$ cat src/rtl/dly_pkg.sv
package dly_pkg;
    localparam int DEF_SEG_DEPTH = 32;
    localparam int DEF_SEG_COUNT = 4;

    function automatic int addr_bits(input int depth, input int count);
        return $clog2(depth * count);
    endfunction
endpackage

$ cat src/rtl/dly_segment.sv
module dly_segment #(
    parameter int DEPTH = 32,
    localparam int AW   = $clog2(DEPTH)
) (
    input  logic          clk,
    input  logic          ce,
    input  logic          sin,
    input  logic [AW-1:0] tap_addr,
    output logic          tap_o,
    output logic          casc_o
);
    // Bit 0 holds the newest sample; stored contents start at zero.
    logic [DEPTH-1:0] chain = '0;

    always_ff @(posedge clk) begin
        if (ce) begin
            chain <= {chain[DEPTH-2:0], sin};
        end
    end

    assign tap_o  = chain[tap_addr];
    assign casc_o = chain[DEPTH-1];
endmodule

$ cat src/rtl/dly_tap_select.sv
module dly_tap_select #(
    parameter int COUNT = 4,
    localparam int SW   = (COUNT > 1) ? $clog2(COUNT) : 1
) (
    input  logic [SW-1:0]    sel,
    input  logic [COUNT-1:0] taps,
    output logic             pick
);
    assign pick = taps[sel];
endmodule

$ cat src/rtl/dly_read_stage.sv
module dly_read_stage #(
    parameter bit REGISTERED = 1'b0
) (
    input  logic clk,
    input  logic d,
    output logic q
);
    if (REGISTERED) begin : g_flop
        logic q_r = 1'b0;
        always_ff @(posedge clk) begin
            q_r <= d;
        end
        assign q = q_r;
    end else begin : g_wire
        assign q = d;
    end
endmodule

$ cat src/rtl/tapped_delay_line.sv
module tapped_delay_line
    import dly_pkg::*;
#(
    parameter int SEG_DEPTH = DEF_SEG_DEPTH,
    parameter int SEG_COUNT = DEF_SEG_COUNT,
    parameter bit REG_OUT   = 1'b0,
    localparam int LAW      = $clog2(SEG_DEPTH),
    localparam int TAW      = addr_bits(SEG_DEPTH, SEG_COUNT)
) (
    input  logic           clk,
    input  logic           ce,
    input  logic           din,
    input  logic [TAW-1:0] addr,
    output logic           tap_q,
    output logic           cascade_q
);
    logic [SEG_COUNT-1:0] seg_in;
    logic [SEG_COUNT-1:0] seg_casc;
    logic [SEG_COUNT-1:0] seg_tap;
    logic                 tap_comb;

    // Each segment takes the oldest bit of its predecessor.
    assign seg_in = {seg_casc[SEG_COUNT-2:0], din};

    for (genvar s = 0; s < SEG_COUNT; s++) begin : g_seg
        dly_segment #(.DEPTH(SEG_DEPTH)) u_seg (
            .clk      (clk),
            .ce       (ce),
            .sin      (seg_in[s]),
            .tap_addr (addr[LAW-1:0]),
            .tap_o    (seg_tap[s]),
            .casc_o   (seg_casc[s])
        );
    end

    dly_tap_select #(.COUNT(SEG_COUNT)) u_sel (
        .sel  (addr[TAW-1:LAW]),
        .taps (seg_tap),
        .pick (tap_comb)
    );

    dly_read_stage #(.REGISTERED(REG_OUT)) u_rd (
        .clk (clk),
        .d   (tap_comb),
        .q   (tap_q)
    );

    assign cascade_q = seg_casc[SEG_COUNT-1];
endmodule

$ cat config.mk
export PLATFORM = sky130hd
export DESIGN_NAME = tapped_delay_line
export DESIGN_NICKNAME = d
export VERILOG_FILES = /design/src/rtl/dly_pkg.sv /design/src/rtl/dly_segment.sv /design/src/rtl/dly_tap_select.sv /design/src/rtl/dly_read_stage.sv /design/src/rtl/tapped_delay_line.sv
export SDC_FILE = /design/constraint.sdc
export NUM_CORES = 1
export LEC_CHECK = 0
export ABC_AREA = 1
export BUFFER_PORTS_ARGS = -buffer_cell sky130_fd_sc_hd__buf_4
export CAP_MARGIN = 20
export CORE_MARGIN = 1.5
export CORE_UTILIZATION = 55
export DETAILED_ROUTE_END_ITERATION = 8
export GPL_ROUTABILITY_DRIVEN = 0
export PLACE_DENSITY = 0.74
export SETUP_SLACK_MARGIN = 0.5
export SYNTH_ARGS = -nofsm -noshare
export SYNTH_HDL_FRONTEND = slang
export SYNTH_SLANG_ARGS = --single-unit
$ cat constraint.sdc
create_clock -name clk -period 1.4 [get_ports clk]
set_input_delay 0.28 -clock clk [delete_from_list [all_inputs] [get_ports clk]]
set_output_delay 0.28 -clock clk [all_outputs]
set_load 0.005 [all_outputs]
==> results of run 1 <==
==> where the power goes <==
group / switching [uW] / total, uW / internal, uW
logic: 428 / 808 / 380
clock network: 1650 / 4700 / 3060
registers: 115 / 4590 / 4470
total: 2190 / 10100 / 7910
==> final cells by class <==
class / count / share of cell area
timing repair buffer: 102 / 0.1443
inverter: 7 / 0.004571
clock buffer: 17 / 0.06052
clock inverter: 15 / 0.03182
sequential: 128 / 0.5617
tap: 111 / 0.02030
multi-input combinational: 265 / 0.1768
==> worst reg2reg max path, stage by stage (launching register included) <==
cell                       delay (ns)
sky130_fd_sc_hd__edfxtp_1        0.42
sky130_fd_sc_hd__buf_4           0.16
sky130_fd_sc_hd__buf_6           0.10
sky130_fd_sc_hd__buf_6           0.10
==> what timing repair did <==
action,CTS,global route
setup endpoints to repair,2,3
hold buffers,1,0
resized for setup,6,22
setup buffers,1,17
endpoints found under the hold margin,1,0
pin swaps,13,31
==> cell usage in the layout (no fill, tap or decap) <==
cell type and instances:
sky130_fd_sc_hd__nand2_1 143, sky130_fd_sc_hd__edfxtp_1 128, sky130_fd_sc_hd__nand3_1 105, sky130_fd_sc_hd__buf_4 73
sky130_fd_sc_hd__clkbuf_16 16, sky130_fd_sc_hd__buf_6 15, sky130_fd_sc_hd__buf_12 13, sky130_fd_sc_hd__nand3_2 11
sky130_fd_sc_hd__nand2_2 6, sky130_fd_sc_hd__bufinv_16 5, sky130_fd_sc_hd__inv_1 4, sky130_fd_sc_hd__clkinv_2 4
sky130_fd_sc_hd__clkinvlp_4 4, sky130_fd_sc_hd__inv_4 2, sky130_fd_sc_hd__clkinv_4 2, sky130_fd_sc_hd__inv_2 1
sky130_fd_sc_hd__clkbuf_8 1, sky130_fd_sc_hd__dlygate4sd3_1 1
==> cells by family after synthesis <==
group / count (synthesis)
AND/OR/NAND/NOR: 265
flip-flops: 128
buffers and inverters: 31
==> worst paths after layout <==
check | start | to | slack (ns) | cells past startpoint
max | g_seg[3].u_seg.chain[17] | tap_q | -0.70 | 11
min | ce | g_seg[0].u_seg.chain[19] | 0.16 | 1
max reg2reg | g_seg[3].u_seg.chain[17] | g_seg[3].u_seg.chain[18] | 0.39 | 3
min reg2reg | g_seg[0].u_seg.chain[21] | g_seg[0].u_seg.chain[22] | 0.45 | 0
==> per-stage QoR <==
stage	hold WS, ns	utilization
after floorplan	0.3789	-
final	0.1580	0.7441
after global routing	0.1397	0.7441
after detailed placement	0.4335	0.6475
after CTS	0.1438	0.7208
after global placement	0.4292	0.6475
==> per-layer routing <==
| layer | GRT usage | up-vias |
|---|---|---|
| met5 | 0 | - |
| met4 | 0.08234 | 0 |
| met3 | 0.08565 | 24 |
| met2 | 0.3851 | 143 |
| met1 | 0.3325 | 1828 |
| li1 | - | 1705 |
==> flow_metrics.tcl, run 1 <==
set metrics [dict create \
    synthToLayoutAreaGrowth_pct 32.20 \
    detail_route.first_pass.iterations 5 \
    num_antenna_cells 0 \
    timing.final.ws_setup_ns -0.6992 \
    top_register "g_seg.u_seg.chain" \
    synth_largest_area_cell "sky130_fd_sc_hd__edfxtp_1" \
    tritoncts "done" \
    critical_path_peak_fanout 2 \
    peakVddDrop_mv 1.223 \
    place.detailed.hpwl_mm 6.443 \
    synth_area_per_cell_um2 12.21 \
    tot_gr_track_use 0.2485 \
    synthesis.nets 434 \
    postRouteAntennaNets 0 \
    power_per_cell_area_nw_per_um2 1476 \
    critical-path-max-stage-delay_ns 0.42 \
    timing.max_slew.rel_slack 0.8004 \
    yosys.area_share.simple 0.2202 \
    worst_slew_pin_slew_ns 0.2995 \
    drc 0 \
    yosysWarnings 0 \
    synthFlopType "sky130_fd_sc_hd__edfxtp_1" \
    routedLengthMet1_mm 4.948 \
    finalInstanceArea_um2 6843 \
    synth_edf_count 128 \
    timing.final.setup_violations 1 \
    synth_sequential_area_ratio 0.7426 \
    clock-skew-final_ns 0.007321 \
    startpoint_kind_of_the_worst_setup_timing_path "flop" \
    post_route_non_filler_standard_cell_count 645 \
    placement_rows 35 \
    sequential_cell_area_um2 3844 \
    worst-path-buf-inv 1 \
    ys_async_sr_fraction 0 \
    die_w_um 100.0 \
    synth-compound-area-share 0 \
    synth_adder_area_share 0 \
    fin_setup_tns_ns -0.6992 \
    timing.final.max_slew_violations 0 \
    drt-wirelength-per-cell_um 18.03 \
    place_worst_setup_slack_ns -0.4302 \
    cap_violations 0 \
    multi_input_gate_area_um2 1210 \
    library_cell_with_the_highest_instance_count_after_synthesis "sky130_fd_sc_hd__nand2_1" \
    htreeDepth 4 \
    timing.critical_path.slowest_stage_cell "sky130_fd_sc_hd__edfxtp_1" \
    critPathArrivalTime_ns 1.82 \
    first_global_vias 3675 \
    timing_worst_setup_path_type "flop to output port" \
    top_level_ports 12 \
    cp_top_family "simple AND/OR/NAND/NOR gates" \
    violations "negative setup slack" \
    drt-total-wl_mm 11.63 \
    initial_core_utilization 0.5629 \
    detailroute.wirelength.met3_um 680 \
    coreArea_um2 9196 \
    detailroute.wirelength.met2_mm 5.794 \
    nNetsFinal 531 \
    timing.final.crit_period_ns 2.099 \
    synth_top_area_frac 0.7426 \
    overflow 0 \
    num_vias 3700 \
    first_pass_grt_wire_length_mm 18.55 \
    root_buffer "sky130_fd_sc_hd__clkbuf_8" \
    post_drt_via_cell_ratio 5.736 \
    max_used_layer "met4" \
    fmax_ghz 0.4764 \
    floorplan_die_area_um2 10000 \
    cts.sinks 128 \
    cts_max_path_buffers 2 \
    synth_top_cells_by_area "sky130_fd_sc_hd__edfxtp_1 74%, sky130_fd_sc_hd__nand3_1 11%, sky130_fd_sc_hd__nand2_1 11%" \
    timing.final.hold_violations 0 \
    placed_cells 594 \
    tritoncts.num_buffers 17 \
    pin_count_of_the_biggest_net_entering_global_routing 35 \
    ys_top_cells_by_count "149 x sky130_fd_sc_hd__nand2_1, 128 x sky130_fd_sc_hd__edfxtp_1, 116 x sky130_fd_sc_hd__nand3_1" \
    largest_reg_flops 128 \
    grt_antenna_before_repair 0 \
    die_h_um 100.0 \
    fin_total_pwr_uw 10100 \
    synth.mux.area_fraction 0 \
    post_synth_inst_count 424 \
    rsz0062_at_grt "yes" \
    synth_xor_area_frac 0 \
    biggest_regs "g_seg.u_seg.chain x128" \
    fillCellCount 582 \
    cp_common_cell "sky130_fd_sc_hd__nand2_1" \
    register_bit_total_from_synthesis 128 \
    holdCritPathClass "input port to flop" \
    combinational_family_with_the_most_area_after_synthesis "simple AND/OR/NAND/NOR gates" \
    critical_path_required_ns 1.12 \
    port-buffer-count 11 \
    total_leakage_power_uw 0.002764 \
    library_cells_used_by_synthesis 9 \
    outcome "complete, but fails checks" \
    critical_path.cell_chain "nand2_1, nand3_2, nand3_2, nand3_2, nand2_1, nand2_1, nand3_1, nand2_1, nand2_1, nand2_2, buf_6" \
    clkSlewWorstSetupHoldPaths_ns 0.06 \
    period_share 1.499 \
    worstSkewPairLatency_ns 0.52 \
    dpl-instance-area_um2 5954 \
    setup.worst_path.end_class "output port" \
    drive_gt1_frac 0.2865 \
    detail_route.iter0.violations 327 \
    syn_area_um2 5176 \
]
(Power assumes the default switching activity.)
==> run 2, diff against run 1 <==
--- a/config.mk
+++ b/config.mk
@@ -12,7 +12,7 @@
 export CORE_UTILIZATION = 55
 export DETAILED_ROUTE_END_ITERATION = 8
 export GPL_ROUTABILITY_DRIVEN = 0
-export PLACE_DENSITY = 0.74
+export PLACE_DENSITY = 0.71
 export SETUP_SLACK_MARGIN = 0.5
 export SYNTH_ARGS = -nofsm -noshare
 export SYNTH_HDL_FRONTEND = slang
==> constraint.sdc (replaced) <==
create_clock -name clk -period 2.55 [get_ports clk]
set_input_delay 0.51 -clock clk [delete_from_list [all_inputs] [get_ports clk]]
set_output_delay 0.51 -clock clk [all_outputs]
set_load 0.005 [all_outputs]
==> run 2 against run 1 <==
Sequential power shrank 45%; the run now ends clean; clock power down 49%; largest cell class unchanged; via count down 10%; global-route usage is 2.6 points lower.
==> flow_metrics.tcl, run 2 (same netlist as run 1, synthesis figures left out) <==
set metrics [dict create \
    outcome "finished, final reports clean" \
    tritoncts.num_buffers 17 \
    critical_path.cell_chain "nand2_1, nand3_1, nand3_1, nand3_2, nand2_1, nand2_1, nand3_1, nand2_1, nand2_1, nand2_2, buf_6" \
    first_pass_grt_wire_length_mm 16.26 \
    largest_reg_flops 128 \
    worst_slew_pin_slew_ns 0.4808 \
    timing.final.setup_violations 0 \
    layout.core_utilization 0.6739 \
    fin_setup_tns_ns 0 \
    critical_path_peak_fanout 2 \
    timing.max_slew.rel_slack 0.6795 \
    floorplan_die_area_um2 10000 \
    cts_max_path_buffers 2 \
    layout_commonest_cell "sky130_fd_sc_hd__nand2_1" \
    post_drt_via_cell_ratio 5.691 \
    postRouteAntennaNets 0 \
    biggest_regs "g_seg.u_seg.chain x128" \
    drc 0 \
    ff2ff_path_depth 2 \
    critPathArrivalTime_ns 1.83 \
    total_leakage_power_uw 0.002417 \
    die_w_um 100.0 \
    initial_core_utilization 0.5629 \
    critical-path-max-stage-delay_ns 0.40 \
    num_antenna_cells 0 \
    holdCritPathClass "input port to flop" \
    top_level_ports 12 \
    tritoncts "done" \
    post_cts_hold_buffer_count 0 \
    pin_count_of_the_biggest_net_entering_global_routing 43 \
    setup.worst_path.end_class "output port" \
    cap_violations 0 \
    overflow 0 \
    cp_top_family "simple AND/OR/NAND/NOR gates" \
    clkSlewWorstSetupHoldPaths_ns 0.06 \
    synthToLayoutAreaGrowth_pct 19.72 \
    timing.final.crit_period_ns 2.336 \
    timing.final.max_slew_violations 0 \
    place_worst_setup_slack_ns 0.2428 \
    coreArea_um2 9196 \
    drt-wirelength-per-cell_um 17.26 \
    htreeDepth 4 \
    cp_common_cell "sky130_fd_sc_hd__nand2_1" \
    timing.final.ws_setup_ns 0.2141 \
    top_register "g_seg.u_seg.chain" \
    cts.sinks 128 \
    power_per_cell_area_nw_per_um2 848.7 \
    timing_worst_setup_path_type "flop to output port" \
    port-buffer-count 11 \
    fin_total_pwr_uw 5259 \
    worst-path-buf-inv 1 \
    critical_path_required_ns 2.04 \
    detail_route.iter0.violations 202 \
    timing.final.hold_violations 0 \
    root_buffer "sky130_fd_sc_hd__clkbuf_8" \
    first_global_vias 3174 \
    worstSkewPairLatency_ns 0.53 \
    period_share 0.9161 \
    timing.critical_path.slowest_stage_cell "sky130_fd_sc_hd__edfxtp_1" \
    drt-total-wl_mm 10.10 \
    most-common-layout-cells "144 x sky130_fd_sc_hd__nand2_1, 128 x sky130_fd_sc_hd__edfxtp_1, 108 x sky130_fd_sc_hd__nand3_1, 37 x sky130_fd_sc_hd__buf_4, 16 x sky130_fd_sc_hd__clkbuf_16" \
    placement_rows 35 \
    nNetsFinal 473 \
    tot_gr_track_use 0.2222 \
    drive_gt1_frac 0.1835 \
    fmax_ghz 0.4281 \
    die_h_um 100.0 \
    hold_depth 1 \
    startpoint_kind_of_the_worst_setup_timing_path "flop" \
    stages_on_worst_setup_path 11 \
    rsz0062_at_grt "yes" \
    clock-skew-final_ns 0.006932 \
    place.detailed.hpwl_mm 5.729 \
    peakVddDrop_mv 0.7799 \
    num_vias 3329 \
    grt_antenna_before_repair 0 \
    detail_route.first_pass.iterations 4 \
]
-- run 2: changes by cell type in the layout (fill, tap and decap cells not counted), moves of 3 or more --
cell,change
sky130_fd_sc_hd__nand3_2,-3
sky130_fd_sc_hd__buf_4,-36
sky130_fd_sc_hd__buf_12,-7
sky130_fd_sc_hd__buf_6,-14
sky130_fd_sc_hd__nand3_1,+3
-- run 2: final timing paths --
check,start,endpoint,slack [ns]
min reg2reg,g_seg[1].u_seg.chain[1],g_seg[1].u_seg.chain[2],0.45
max,g_seg[2].u_seg.chain[1],tap_q,0.21
max reg2reg,g_seg[0].u_seg.chain[3],g_seg[0].u_seg.chain[4],1.65
min,din,g_seg[0].u_seg.chain[0],0.17
-- run 2: what timing repair did --
item | CTS | global route
resized for setup | 3 | 11
pin swaps | 7 | 25
setup endpoints to repair | 1 | 1
setup buffers | 6 | 12
-- run 2: layout make-up --
class	instances	area [um2]
sequential	128	3844
fill	651	2999
multi-input combinational	265	1192
clock buffer	18	417.9
timing repair buffer	44	409.1
clock inverter	12	168.9
tap	111	138.9
inverter	7	26.28
-- run 2: through the flow --
stage | std cells | hold WS [ns] | instance area, um2
2_1_floorplan | 424 | 0.4262 | 5176
3_3_place_gp | 537 | 0.4286 | 5419
3_5_place_dp | 537 | 0.4325 | 5419
4_1_cts | 573 | 0.1393 | 6061
5_1_grt | 585 | 0.1370 | 6197
6_report | 585 | 0.1657 | 6197
-- run 2: power breakdown --
part / internal [uW] / switching [uW]
combinational: 132 / 205
clock: 1570 / 843
sequential: 2450 / 59.7
-- run 2: metal layers --
metal | wire, um | part of all wire | up-vias | global-route usage
li1 | - | - | 1578 | -
met1 | 4415 | 0.44 | 1643 | 0.3041
met2 | 4896 | 0.48 | 87 | 0.3349
met3 | 562 | 0.056 | 21 | 0.06685
met4 | 225 | 0.022 | 0 | 0.09534
met5 | 0 | 0 | - | 0
